File: src/rtl/brtgt_pkg.sv
package brtgt_pkg;
  // Option field bit positions; the evaluation depends on these.
  localparam int OPT_W           = 4;
  localparam int OPT_SKIP_COND   = 3;
  localparam int OPT_COND_SENSE  = 2;
  localparam int OPT_SKIP_COUNT  = 1;
  localparam int OPT_COUNT_SENSE = 0;
endpackage

File: src/rtl/brtgt_count_unit.sv
module brtgt_count_unit #(
  parameter int XLEN   = 64,
  parameter int NARROW = 32
) (
  input  logic [XLEN-1:0] count_i,
  input  logic            wide_mode_i,
  input  logic            skip_i,
  input  logic            sense_i,
  output logic [XLEN-1:0] count_o,
  output logic            pass_o
);
  logic [XLEN-1:0] dec_v;
  logic            wide_nz;
  logic            narrow_nz;
  logic            nz;

  always_comb begin
    dec_v   = count_i - XLEN'(1);
    count_o = skip_i ? count_i : dec_v;
  end

  assign wide_nz = |count_o;

  generate
    if (NARROW < XLEN) begin : g_narrow
      assign narrow_nz = |count_o[NARROW-1:0];
    end else begin : g_same
      assign narrow_nz = wide_nz;
    end
  endgenerate

  always_comb begin
    nz     = wide_mode_i ? wide_nz : narrow_nz;
    pass_o = skip_i | (nz ^ sense_i);
  end
endmodule

File: src/rtl/brtgt_cond_unit.sv
module brtgt_cond_unit #(
  parameter int CRW  = 32,
  parameter int SELW = $clog2(CRW)
) (
  input  logic [CRW-1:0]  cond_i,
  input  logic [SELW-1:0] sel_i,
  input  logic            skip_i,
  input  logic            sense_i,
  output logic            pass_o
);
  logic [SELW-1:0] idx;
  logic            bit_v;

  always_comb begin
    idx    = SELW'(CRW - 1) - sel_i;
    bit_v  = cond_i[idx];
    pass_o = skip_i | (bit_v == sense_i);
  end
endmodule

File: src/rtl/brtgt_addr_unit.sv
module brtgt_addr_unit #(
  parameter int XLEN       = 64,
  parameter int ALIGN_BITS = 2,
  parameter int STEP       = 4
) (
  input  logic [XLEN-1:0] pc_i,
  input  logic [XLEN-1:0] target_i,
  input  logic            taken_i,
  output logic [XLEN-1:0] seq_pc_o,
  output logic [XLEN-1:0] next_pc_o
);
  localparam logic [XLEN-1:0] LOW_MASK = (XLEN'(1) << ALIGN_BITS) - XLEN'(1);

  logic [XLEN-1:0] aligned;

  always_comb begin
    seq_pc_o  = pc_i + XLEN'(STEP);
    aligned   = target_i & ~LOW_MASK;
    next_pc_o = taken_i ? aligned : seq_pc_o;
  end
endmodule

File: src/rtl/brtgt_resolver.sv
module brtgt_resolver
  import brtgt_pkg::*;
#(
  parameter int XLEN       = 64,
  parameter int NARROW     = 32,
  parameter int CRW        = 32,
  parameter int ALIGN_BITS = 2,
  parameter int STEP       = 4,
  parameter int SELW       = $clog2(CRW)
) (
  input  logic             clk,
  input  logic             rst,
  input  logic             in_valid_i,
  input  logic [OPT_W-1:0] opt_i,
  input  logic [SELW-1:0]  sel_i,
  input  logic             link_en_i,
  input  logic             wide_mode_i,
  input  logic [XLEN-1:0]  count_i,
  input  logic [XLEN-1:0]  target_i,
  input  logic [CRW-1:0]   cond_i,
  input  logic [XLEN-1:0]  pc_i,
  output logic             out_valid_o,
  output logic             taken_o,
  output logic [XLEN-1:0]  next_pc_o,
  output logic [XLEN-1:0]  cnt_new_o,
  output logic             cnt_we_o,
  output logic [XLEN-1:0]  link_val_o,
  output logic             link_we_o
);
  logic [XLEN-1:0] cnt_comb;
  logic            cnt_pass;
  logic            cond_pass;
  logic            taken_comb;
  logic [XLEN-1:0] seq_pc;
  logic [XLEN-1:0] next_comb;

  brtgt_count_unit #(.XLEN(XLEN), .NARROW(NARROW)) u_count (
    .count_i     (count_i),
    .wide_mode_i (wide_mode_i),
    .skip_i      (opt_i[OPT_SKIP_COUNT]),
    .sense_i     (opt_i[OPT_COUNT_SENSE]),
    .count_o     (cnt_comb),
    .pass_o      (cnt_pass)
  );

  brtgt_cond_unit #(.CRW(CRW), .SELW(SELW)) u_cond (
    .cond_i  (cond_i),
    .sel_i   (sel_i),
    .skip_i  (opt_i[OPT_SKIP_COND]),
    .sense_i (opt_i[OPT_COND_SENSE]),
    .pass_o  (cond_pass)
  );

  assign taken_comb = cnt_pass & cond_pass;

  brtgt_addr_unit #(.XLEN(XLEN), .ALIGN_BITS(ALIGN_BITS), .STEP(STEP)) u_addr (
    .pc_i      (pc_i),
    .target_i  (target_i),
    .taken_i   (taken_comb),
    .seq_pc_o  (seq_pc),
    .next_pc_o (next_comb)
  );

  always_ff @(posedge clk) begin
    if (rst) begin
      out_valid_o <= 1'b0;
      taken_o     <= 1'b0;
      next_pc_o   <= '0;
      cnt_new_o   <= '0;
      cnt_we_o    <= 1'b0;
      link_val_o  <= '0;
      link_we_o   <= 1'b0;
    end else begin
      out_valid_o <= in_valid_i;
      cnt_we_o    <= in_valid_i & ~opt_i[OPT_SKIP_COUNT];
      link_we_o   <= in_valid_i & link_en_i;
      if (in_valid_i) begin
        taken_o    <= taken_comb;
        next_pc_o  <= next_comb;
        cnt_new_o  <= cnt_comb;
        link_val_o <= seq_pc;
      end
    end
  end
endmodule

File: config.mk
export PLATFORM = sky130hd
export DESIGN_NAME = brtgt_resolver
export DESIGN_NICKNAME = d
export VERILOG_FILES = /design/src/rtl/brtgt_pkg.sv /design/src/rtl/brtgt_count_unit.sv /design/src/rtl/brtgt_cond_unit.sv /design/src/rtl/brtgt_addr_unit.sv /design/src/rtl/brtgt_resolver.sv
export SDC_FILE = /design/constraint.sdc
export NUM_CORES = 1
export LEC_CHECK = 0
export ABC_AREA = 1
export CAP_MARGIN = 5
export CORE_AREA = 2 2 167 169
export DETAILED_ROUTE_END_ITERATION = 6
export DIE_AREA = 0 0 169 171
export GPL_ROUTABILITY_DRIVEN = 1
export PLACE_DENSITY = 0.92
export SLEW_MARGIN = 10
export SYNTH_ARGS = -nofsm -noshare
export SYNTH_HDL_FRONTEND = slang
export SYNTH_HIERARCHICAL = 1
export SYNTH_SLANG_ARGS = --single-unit
File: constraint.sdc
create_clock -name clk -period 5.17 [get_ports clk]
set_input_delay 1.034 -clock clk [delete_from_list [all_inputs] [get_ports clk]]
set_output_delay 1.034 -clock clk [all_outputs]
set_load 0.02 [all_outputs]
Yosys cells after proc, flatten, opt, wreduce, memory -nomap -nowiden
Cells that the tools add are included.
Widths: inputs -> output; s select.
{"block": "totals", "regBits": 196, "inputBits": 238, "output_inout_bits": 196, "word_cells": 26}
{"block": "op_classes", "n_lt_le_gt_ge": 1, "n_eq_ne": 1, "n_reduce_logical": 2, "add_sub_neg": 3, "bitwise": 7, "n_mux": 5}
{"operator": "$mux 64", "n": 2}
{"operator": "$add 64x3->64 const B", "n": 1}
{"operator": "$reduce_or 64->1", "n": 1}
{"operator": "$sub 64x1->64 const B", "n": 1}
{"operator": "$reduce_or 32->1", "n": 1}
{"operator": "$lt 5x6->1 const B", "n": 1}
{"operator": "$bmux 1 s5", "n": 1}
{"operator": "$sub 5x5->5 const A", "n": 1}
{"operator": "$and 1x1->1", "n": 3}
{"operator": "$mux 1", "n": 2}
{"operator": "$or 1x1->1", "n": 2}
{"operator": "$eq 1x1->1", "n": 1}
{"operator": "$not 1->1", "n": 1}
{"operator": "$xor 1x1->1", "n": 1}

Longest topological paths before layout
Gate-level depths: netlist of the first run.
{"block": "logic_depth", "word_depth": 8, "depth_mapped": 27, "depth_no_buf": 26}

Modules after synthesis
Netlist of the first run, hierarchy kept.
{"module": "brtgt_resolver", "instances": 1, "cells_per_inst": 846, "area_per_inst_um2": 6834.1, "seq_area_each_um2": 3923.8}
{"module": "brtgt_addr_unit", "instances": 1, "cells_per_inst": 637, "area_per_inst_um2": 2805.2, "seq_area_each_um2": 0.0}
{"module": "brtgt_count_unit", "instances": 1, "cells_per_inst": 545, "area_per_inst_um2": 2578.7, "seq_area_each_um2": 0.0}
{"module": "brtgt_cond_unit", "instances": 1, "cells_per_inst": 81, "area_per_inst_um2": 406.6, "seq_area_each_um2": 0.0}

Least setup slack after synthesis of the first run
Ideal clock, no wire load.
{"block": "synth_timing", "kind": "input to register", "start": "in count_i[0]", "end": "reg next_pc_o[10]", "path_slack_ns": 1.622, "path_buffers": 2, "arrival_time_ns": 3.484, "t_required_ns": 5.106, "stages": 26, "setup_time_ns": 0.064, "cell_sequence": "inv_1 ha_1 inv_1 nor2_1 nand2_1 nor2_1 nand2_2 nor2_4 nand2_1 nand2_1 nand2_1 nor2_1 nand2_1 nor2_1 nand2_1 o21ai_2 nand3_1 nand3_1 nand2_1 inv_1 clkbuf_1 buf_1 nand2_1 nand2_1 nor2_2 nor2_1"}
{"block": "synth_via", "elab_chain_len": 8, "elab_cells_between_ends": 9, "cone_classes": "add/sub (1); mux (3); bitwise (3); reduce/logical (2)"}
{"item": "start, declared", "line_no": "brtgt_resolver.sv:18", "source": "input logic [XLEN-1:0] count_i,"}
{"item": "$sub 64x1->64", "line_no": "brtgt_count_unit.sv:18", "source": "dec_v = count_i - XLEN'(1);"}
{"item": "$mux 64", "line_no": "brtgt_count_unit.sv:19", "source": "count_o = skip_i ? count_i : dec_v;"}
{"item": "named net cnt_comb[46]", "line_no": "brtgt_resolver.sv:30", "source": "logic [XLEN-1:0] cnt_comb;"}
{"item": "$reduce_or 64->1", "line_no": "brtgt_count_unit.sv:22", "source": "assign wide_nz = |count_o;"}
{"item": "$mux 1", "line_no": "brtgt_count_unit.sv:33", "source": "nz = wide_mode_i ? wide_nz : narrow_nz;"}
{"item": "$xor 1x1->1", "line_no": "brtgt_count_unit.sv:34", "source": "pass_o = skip_i | (nz ^ sense_i);"}
{"item": "$or 1x1->1", "line_no": "brtgt_count_unit.sv:34"}
{"item": "named net cnt_pass", "line_no": "brtgt_resolver.sv:31", "source": "logic cnt_pass;"}
{"item": "$and 1x1->1", "line_no": "brtgt_resolver.sv:54", "source": "assign taken_comb = cnt_pass & cond_pass;"}
{"item": "named net taken_comb", "line_no": "brtgt_resolver.sv:33", "source": "logic taken_comb;"}
{"item": "$mux 64", "line_no": "brtgt_addr_unit.sv:19", "source": "next_pc_o = taken_i ? aligned : seq_pc_o;"}
{"item": "named net next_comb[10]", "line_no": "brtgt_resolver.sv:35", "source": "logic [XLEN-1:0] next_comb;"}
{"item": "end signal, assigned", "line_no": "brtgt_resolver.sv:79", "source": "next_pc_o <= next_comb;"}
{"item": "end, declared", "line_no": "brtgt_resolver.sv:24", "source": "output logic [XLEN-1:0] next_pc_o,"}
The timed path passes the listed nets, and every way through them passes these cells.
A chain may end at the register's enable or synchronous reset.

Worst setup path after layout of the first run
{"block": "layout_timing", "start": "in count_i[0]", "end": "reg next_pc_o[55]"}
Same word-level chain as after synthesis.

==> metrics.txt, run 1 <==
status=finished clean; sequential-to-total area share from yosys stat=31.1%; flop-to-flop setup slack=4.46 ns; Worst EP arrival=4.80 ns; vias per cell=5.29; CTS buffer count=17; met2 Resource Use GR=58.5%; skew final=0 ns; drt total wl=49.8 mm; GRT Util Overall=33.3%; Ports=roughly 430; Setup Viol. Count Final=0; final non-filler cell total=2,840; sw frac=30.9%; synthesized area=0.0126 mm^2; dominant synthesized flop cell=dfxtp_1; Slew Viols, Final=0; worst hold path class=reg2reg; FF-to-FF path depth=2; CP max stage cell=clkdlybuf4s50_1; busiest layer in global routing=met2; leak pwr=roughly 0.0076 uW; Area growth, synth to finish=39.3%; Yosys cell types=37; CTS max path bufs=2; post-cts resize count=0; end of the worst hold path=cnt_new_o[21]$_SDFFE_PP0P_; EDFF count, synth=0; initial antenna violation count=0; Synth top area share=31.1%; hold-critical path depth=2; Clk Latency, worst-skew pair=0.44 ns; Die Y-Extent=171 um; top-count cell post-synth=nor2_1; Critical R2R Capture=next_pc_o[58]$_SDFFE_PP0P_; fillers=2,433; Psw=1330 uW; Clock power frac=between 30% and 40%; fin crit share=85.7%; Reg2Reg Launch Point=next_pc_o[58]$_SDFFE_PP0P_; Final Hold Fails=0; Die Wd=about 170 um; DP Area=0.0169 mm^2; H-tree depth=4; largest net degree at the start of global routing=194; CP most frequent cell=nand2_1; number of iterations in the first detailed-routing pass=6; Final Cell Area=around 0.018 mm^2; CP startpoint kind=input port; Buffers on Ports=431; Synthesized Nets=about 2,300; final global-route overflow total=0; pwr/cell area=245 mW/mm^2; Synth async-reset ratio=0%; WL/cell=17.5 um; cts hold-fix bufs=0; Placed Cells incl. Taps=2,809; RSZ-0062 raised after global routing=false; drc violations=0; Synth warnings=6; gpl congestion=roughly 1.0; Area contributors post-synth=dfxtp_1, nor2_1, nand2_1; diode count=0; crit end category=flop; met3 GRT Util=7.84%; Least-Margin Pin Slew=1.02 ns; initial drt markers=1,222; Final min period=4.43 ns; worst relative slew slack=about 32%; die area=0.0289 mm^2; Final nets=about 2,700; Via Count=~15,000; slowest stage delay, CP=0.50 ns; global-route wire length before repair=75.4 mm; Pint=2970 uW; Setup CP Type=in2reg; total core area=approximately 0.027 mm^2; antenna-violating nets left=0; Synth Instances=around 2,100; CTS clk-pin slew, worst paths=0.07 ns; CTS tree=done; Max-Cap Viols=0; vias in the first global route=14,200; Synth Register Bits=around 200; CTS root buffer=clkbuf_16; area leader, netlist=dfxtp_1; met1 Use GR=around two fifths; std cell rows=61; Commonest cells post-synth=nor2_1, nand2_1, o21ai_0, dfxtp_1, inv_1; hold_sp=cnt_new_o[21]$_SDFFE_PP0P_; sequential share of power=39.0%; Initial Utilization=46.2%; dpl hpwl=38.2 mm; share of cells above drive strength 1=5.69%; Logic pwr share=26.4%; Worst EP required=5.54 ns; Worst Path Max Fanout=61; syn avg cell area=about 6.0 um^2; post-CTS setup buffers=0; Max Fclk=226 MHz; setup_tns=0 ns; clk sink count=just under 200; Max rail drop VDD=0.000213 V
final cells by class:
type                    instances  area [um^2]  share of cell area [%]
clock inverters                12          191                    1.09
repair buffers                437         4410                    25.1
multi-input cells            1720         7750                    44.1
flip-flops and latches        196         3920                    22.3
clock buffers                  19          453                    2.58
inverters                     110          425                    2.42
well taps                     346          433                    2.46
layout by cell type (no fill, tap or decap), drive strengths merged, types with 19 or more instances in the layout:
master	netlist	routed
o21ai	211	211
inv	109	115
xnor2	30	30
clkdlybuf4s50	0	430
clkbuf	42	19
nor2	685	685
xor2	31	31
nand3	62	62
nand2	636	636
nand3b	30	30
dfxtp	196	196
worst max-delay path, delay by kind of cell:
kind                       cells  cell delay, ns
adders and majority gates      1            0.21
and+or+nand+nor               20            2.21
buffers and inverters          6            1.05
AOI/OAI and AO/OA              1            0.23
through the flow:
step	hold WS, ns	total power (uW)	worst slack, ns	utilization [%]
finish	0.498	4300	0.741	64.3
global route	0.524	4470	0.511	64.3
global placement	0.476	2810	0.451	62.0
detailed placement	0.482	2830	0.417	62.0
CTS	0.503	4300	0.851	64.3
floorplan	0.590	2270	1.62	-
flip-flops by register name, summed over array words and instances (netlist names):
register	flops
next_pc_o	64
out_valid_o	1
cnt_we_o	1
link_we_o	1
cnt_new_o	64
taken_o	1
link_val_o	64
worst max path at each step:
stage	from	to	depth (start not counted)
final	count_i[0]	next_pc_o[55]$_SDFFE_PP0P_	28
after global routing	count_i[0]	next_pc_o[41]$_SDFFE_PP0P_	28
after CTS	count_i[0]	next_pc_o[41]$_SDFFE_PP0P_	28
after detailed placement	count_i[0]	next_pc_o[41]$_SDFFE_PP0P_	28
after global placement	count_i[0]	next_pc_o[55]$_SDFFE_PP0P_	28
after floorplan	count_i[0]	next_pc_o[10]$_SDFFE_PP0P_	26
kinds of logic after synthesis:
family	share of synthesized area, %
flip-flops	31.1
XOR/XNOR	4.47
adder cells (fa/ha/maj)	0.198
AO/OA/AOI/OAI	8.61
AND/OR/NAND/NOR	48.1
buffers and inverters	7.54
power groups by stage:
stage               Combinational (uW)  Sequential [uW]  Clock (uW)
finish                            1140             1680        1490
global route                      1220             1690        1560
CTS                               1130             1680        1500
detailed placement                1120             1710           0
global placement                  1110             1700           0
floorplan                          431             1840           0
metal layers:
metal / vias to the layer above / routed length (um)
li1: 7291 / -
met1: 6795 / 19400
met2: 787 / 23500
met3: 138 / 4430
met4: 0 / 2410
met5: - / 0
Note: power is estimated with default switching activity, not from simulation.
==> run 2: changes to the inputs <==
- PLACE_DENSITY: 0.92 -> 0.88
==> run 2 against run 1 <==
Compared with the run above: combinational power is essentially flat; global-route usage increased by 0.054 points; final area about the same; fmax up 0.20%; largest power group unchanged; register-to-register slack about the same; hold slack got worse by 0.0018 ns; critical path depth down 3; non-clock buffer count increased by 5; routed wire length decreased by 0.42%.
==> metrics.txt, run 2 (synthesis results as in run 1) <==
fin crit share=85.5% (-0.17 points); std cell rows=61 (unchanged); share of cells above drive strength 1=5.92% (+0.23 points); clk sink count=196 (unchanged); cts hold-fix bufs=0 (unchanged); setup_tns=0 ns (unchanged); die area=0.0289 mm^2 (unchanged); Via Count=14,800 (-1.6%); gpl congestion=0.999 (-1.1%); vias per cell=5.18 (-1.9%); H-tree depth=4 (unchanged); Slew Viols, Final=0 (unchanged); largest net degree at the start of global routing=142 (-27%); initial antenna violation count=7 (+7); crit end category=flop; Area growth, synth to finish=39.4% (about the same); dpl hpwl=39.0 mm (+2.2%); CP startpoint kind=input port; Top Metal Used=met5; Met1 Wirelength=19.7 mm (+1.4%); commonest non-fill, non-tap cell in the layout=nor2_1; drc violations=0 (unchanged); post-CTS setup buffers=0 (unchanged); Worst Path Max Fanout=29 (-52%); CTS buffer count=17 (unchanged); Die Y-Extent=171 um (unchanged); vias in the first global route=14,200 (-0.36%); post-cts resize count=0 (unchanged); Setup Viol. Count Final=0 (unchanged); Final nets=2,727 (+0.18%); Least-Margin Pin Slew=1.15 ns (+0.127 ns); CTS max path bufs=2 (unchanged); DP Area=0.0170 mm^2 (about the same); met3 WL=4.21 mm (-5.0%); status=finished clean; CTS clk-pin slew, worst paths=0.08 ns (about the same); drt total wl=49.5 mm (-0.42%); Ports=434 (unchanged); Max rail drop VDD=0.000227 V (+6.5%); RSZ-0062 raised after global routing=false; Worst EP required=5.55 ns (about the same); fillers=2,455 (+0.90%); Util after Layout=64.4% (about the same); total power draw=4290 uW (-0.22%); Die Wd=169 um (unchanged); worst relative slew slack=23.6% (-8.5 points); CTS tree=done; Initial Utilization=46.2% (unchanged); Max-Cap Viols=0 (unchanged); WL met2=23.4 mm (-0.62%); CTS root buffer=clkbuf_16; Final min period=4.42 ns (-0.00904 ns); Final Hold Fails=0 (unchanged); Worst EP arrival=4.80 ns (about the same); commonest non-fill, non-tap cells in the layout=nor2_1, nand2_1, clkdlybuf4s50_1, o21ai_0, dfxtp_1; Final Cell Area=0.0176 mm^2 (about the same); worst hold path class=reg2reg; skew final=0 ns (unchanged); Buffers on Ports=431 (unchanged); total core area=0.0273 mm^2 (unchanged); antenna-violating nets left=0 (unchanged); Setup CP Type=in2reg; global-route wire length before repair=75.5 mm (+0.11%); pwr/cell area=244 mW/mm^2 (-0.32%); GRT Util Overall=33.4% (+0.054 points); final global-route overflow total=0 (unchanged); Clk Latency, worst-skew pair=0.44 ns (about the same); initial drt markers=1,224 (+0.16%); Max Fclk=226 MHz (+0.20%); biggest regs=cnt_new_o (64), link_val_o (64), next_pc_o (64); number of iterations in the first detailed-routing pass=6 (unchanged); leak pwr=0.00756 uW (+0.11%); WL/cell=17.4 um (-0.77%)
run 2: cell types whose count changed in the layout (fill, tap and decap cells not counted), sizes merged:
cell,change
clkinv,-1
diode,+4
clkbuf,-2
clkinvlp,+2
buf,+5
inv,+2
run 2: per-layer routing:
metal	GRT usage, %	vias to the layer above
li1	-	7299
met1	38.3	6712
met2	58.2	646
met3	8.84	113
met4	15.5	2
met5	0	-
run 2: worst paths after layout:
kind                            slack [ns]                        from                          to  cells after the start
worst max-delay path                  0.75                 count_i[25]  next_pc_o[55]$_SDFFE_PP0P_                     25
worst min-delay path                  0.50  cnt_new_o[28]$_SDFFE_PP0P_  cnt_new_o[28]$_SDFFE_PP0P_                      2
worst max register to register        4.46  next_pc_o[20]$_SDFFE_PP0P_  next_pc_o[20]$_SDFFE_PP0P_                      2
worst min register to register        0.50  cnt_new_o[28]$_SDFFE_PP0P_  cnt_new_o[28]$_SDFFE_PP0P_                      2
run 2: stage by stage:
step                      hold slack, ns  worst slack (ns)  instances
after floorplan                    0.590              1.62       2109
after global placement             0.475             0.383       2814
after detailed placement           0.481             0.347       2814
after CTS                          0.502             0.808       2846
after global routing               0.524             0.501       2849
final                              0.496             0.750       2850
run 2: area by class of cell:
type                       count  area [um^2]  area share, %
multi-input combinational   1720         7750           44.0
timing repair buffer         442         4420           25.1
sequential                   196         3920           22.3
tap                          346          433           2.46
clock buffer                  17          425           2.42
inverter                     110          425           2.42
clock inverter                15          214           1.22
antenna                        4         10.0         0.0569
run 2: critical path, cell delays in order:
cell             delay (ns)
clkdlybuf4s50_1        0.53
nor2_1                 0.25
nand2_1                0.11
nor2_1                 0.26
nand2_1                0.14
nor2_4                 0.22
nand2_1                0.08
nand2_1                0.06
nand2_1                0.10
nor2_1                 0.10
nand2_1                0.07
nor2_1                 0.16
nand2_1                0.09
o21ai_2                0.27
nand2_1                0.09
nand2_1                0.07
nand3_1                0.12
nand2_1                0.13
inv_2                  0.06
inv_2                  0.08
buf_4                  0.31
nand3_1                0.18
nand2_1                0.09
nor2_1                 0.04
nor2_1                 0.15
run 2: where the power goes:
| part | switching [uW] | total (uW) | internal, uW |
|---|---|---|---|
| logic | 630 | 1130 | 504 |
| clock network | 658 | 1480 | 826 |
| registers | 53.7 | 1670 | 1620 |
| total | 1340 | 4290 | 2950 |
==> run 3: changes to the inputs <==
- clock period: 5.17 -> 5.2 ns (I/O delays scaled with it)
==> run 3 against run 2 <==
Compared with the run above: first-iteration DRC count shrank 5.8%; sequential power is essentially flat; via count shrank 0.26%; hold slack gained 0.00064 ns; combinational power is essentially flat; core utilization shrank 0.15 points; final area shrank 0.23%; routed wire length is essentially flat; register-to-register slack is essentially flat; clock power shrank 3%; sequential share of layout area grew 0.052 points; non-clock buffer count shrank 1; highest routed layer is now met4.
==> metrics.txt, run 3 (synthesis results as in run 1) <==
CTS max path bufs=2 (unchanged); diode count=0 (-4); Seq. cell area=0.00392 mm^2 (unchanged); end of the worst hold path=link_val_o[48]$_SDFFE_PP0P_; worst hold path class=reg2reg; Pint=2900 uW (-1.8%); post-CTS setup buffers=0 (unchanged); area of the multi-input gates=0.00775 mm^2 (unchanged); drt total wl=49.5 mm (about the same); Worst Path Max Fanout=29 (unchanged); global-route wire length before repair=74.8 mm (-0.94%); share of cells above drive strength 1=5.88% (-0.038 points); worst slack, placed=0.387 ns (+0.0398 ns); CTS buffer count=17 (unchanged); fillers=2,494 (+1.6%); antenna-violating nets left=0 (unchanged); clk sink count=196 (unchanged); sequential share of power=39.4% (+0.4 points); CTS tree=done; Least-Margin Pin Slew=1.16 ns (+0.0134 ns); post-cts resize count=0 (unchanged); FF-to-FF path depth=2 (unchanged); worst relative slew slack=22.7% (-0.90 points); biggest regs=cnt_new_o (64), link_val_o (64), next_pc_o (64); pwr/cell area=241 mW/mm^2 (-1.3%); Setup CP Type=in2reg; skew final=0 ns (unchanged); gpl congestion=0.977 (-2.3%); flop-to-flop setup slack=4.45 ns (about the same); number of iterations in the first detailed-routing pass=5 (-1); sw frac=31.4% (+0.18 points); Final Hold Fails=0 (unchanged); Ports=434 (unchanged); Die Y-Extent=171 um (unchanged); Max Fclk=226 MHz; die area=0.0289 mm^2 (unchanged); Die Wd=169 um (unchanged); leak pwr=0.00753 uW (-0.34%); final non-filler cell total=2,845 (-0.18%); GRT Util Overall=33.4% (about the same); Logic pwr share=26.7% (+0.3 points); H-tree depth=4 (unchanged); CTS clk-pin slew, worst paths=0.07 ns (about the same); CTS root buffer=clkbuf_16; crit end category=flop; RSZ-0062 raised after global routing=false; Max-Cap Viols=0 (unchanged); vias in the first global route=14,000 (-1.3%); initial drt markers=1,153 (-5.8%); Placed Cells incl. Taps=2,813 (-0.036%); Critical R2R Capture=next_pc_o[45]$_SDFFE_PP0P_; Clk Latency, worst-skew pair=0.44 ns (about the same); Psw=1330 uW (-0.98%); Clock power frac=33.9% (-0.7 points); status=finished clean; Buffers on Ports=431 (unchanged); std cell rows=61 (unchanged); Worst EP required=5.58 ns (+0.03 ns); Final nets=2,726 (-0.037%); vias per cell=5.18 (about the same); CP startpoint kind=input port; Slew Viols, Final=0 (unchanged); dpl hpwl=39.2 mm (+0.52%); final global-route overflow total=0 (unchanged); commonest non-fill, non-tap cell in the layout=nor2_1; total power draw=4230 uW (-1.5%); CP Launch Point=count_i[23]; Max rail drop VDD=0.000245 V (+8.1%); largest net degree at the start of global routing=144 (+1.4%); hold-critical path depth=2 (unchanged); setup_tns=0 ns (unchanged); Setup Viol. Count Final=0 (unchanged); cts hold-fix bufs=0 (unchanged); Area growth, synth to finish=39.1%; Final WS setup=0.776 ns (+0.0253 ns); fin crit share=between 80% and 90%; DP Area=0.0169 mm^2 (-0.12%); initial antenna violation count=0 (-7); Worst EP arrival=4.80 ns (about the same); commonest non-fill, non-tap cells in the layout=nor2_1, nand2_1, clkdlybuf4s50_1, o21ai_0, dfxtp_1; Via Count=14,700 (-0.26%); total core area=0.0273 mm^2 (unchanged); Final Cell Area=0.0176 mm^2 (-0.23%); Initial Utilization=46.2% (unchanged); Final min period=4.42 ns; WL/cell=17.4 um (+0.17%); hold_sp=link_val_o[48]$_SDFFE_PP0P_; Reg2Reg Launch Point=next_pc_o[45]$_SDFFE_PP0P_; drc violations=0 (unchanged)
[run 3: layout make-up]
| type | instances | share of cell area [%] |
|---|---|---|
| clock buffers | 18 | 2.50 |
| clock inverters | 14 | 1.08 |
| inverters | 110 | 2.42 |
| multi-input cells | 1720 | 44.1 |
| flip-flops and latches | 196 | 22.3 |
| well taps | 346 | 2.47 |
| repair buffers | 441 | 25.1 |
[run 3: critical path, cell delays in order]
cell,delay (ns)
clkdlybuf4s50_1,0.54
nor2_1,0.25
nand2_1,0.12
nor2_1,0.23
nand2_1,0.13
nor2_4,0.27
nand2_1,0.09
nand2_1,0.06
nand2_1,0.10
nor2_1,0.10
nand2_1,0.10
nor2_1,0.12
nand2_1,0.07
o21ai_2,0.26
nand2_1,0.09
nand2_1,0.06
nand3_1,0.13
nand2_1,0.12
inv_2,0.05
inv_2,0.08
buf_4,0.32
nand2_1,0.13
nand2_1,0.09
nor2_1,0.06
nor2_1,0.16
[run 3: how the worst max path moves through the flow]
| stage | endpoint | depth (start not counted) |
|---|---|---|
| floorplan | next_pc_o[10]$_SDFFE_PP0P_ | 26 |
| global placement | next_pc_o[40]$_SDFFE_PP0P_ | 25 |
| detailed placement | next_pc_o[40]$_SDFFE_PP0P_ | 25 |
| CTS | next_pc_o[40]$_SDFFE_PP0P_ | 25 |
| global route | next_pc_o[40]$_SDFFE_PP0P_ | 28 |
| finish | next_pc_o[45]$_SDFFE_PP0P_ | 25 |
[run 3: power groups by stage]
stage | clock, uW | combinational, uW | sequential, uW
3_5_place_dp | 0 | 1120 | 1700
3_3_place_gp | 0 | 1110 | 1690
4_1_cts | 1460 | 1120 | 1660
2_1_floorplan | 0 | 429 | 1830
6_report | 1430 | 1130 | 1660
5_1_grt | 1520 | 1220 | 1680
[run 3: through the flow]
step | hold WS (ns) | util (%)
after floorplan | 0.590 | -
after CTS | 0.502 | 64.3
after global routing | 0.518 | 64.3
after global placement | 0.476 | 62.0
after detailed placement | 0.481 | 62.0
final | 0.497 | 64.3
[run 3: per-layer routing]
metal  share of wire (%)  GRT usage (%)
met5                   0              0
met4                 3.7           12.0
met3                 8.1           8.21
met2                  48           59.7
met1                  40           38.8
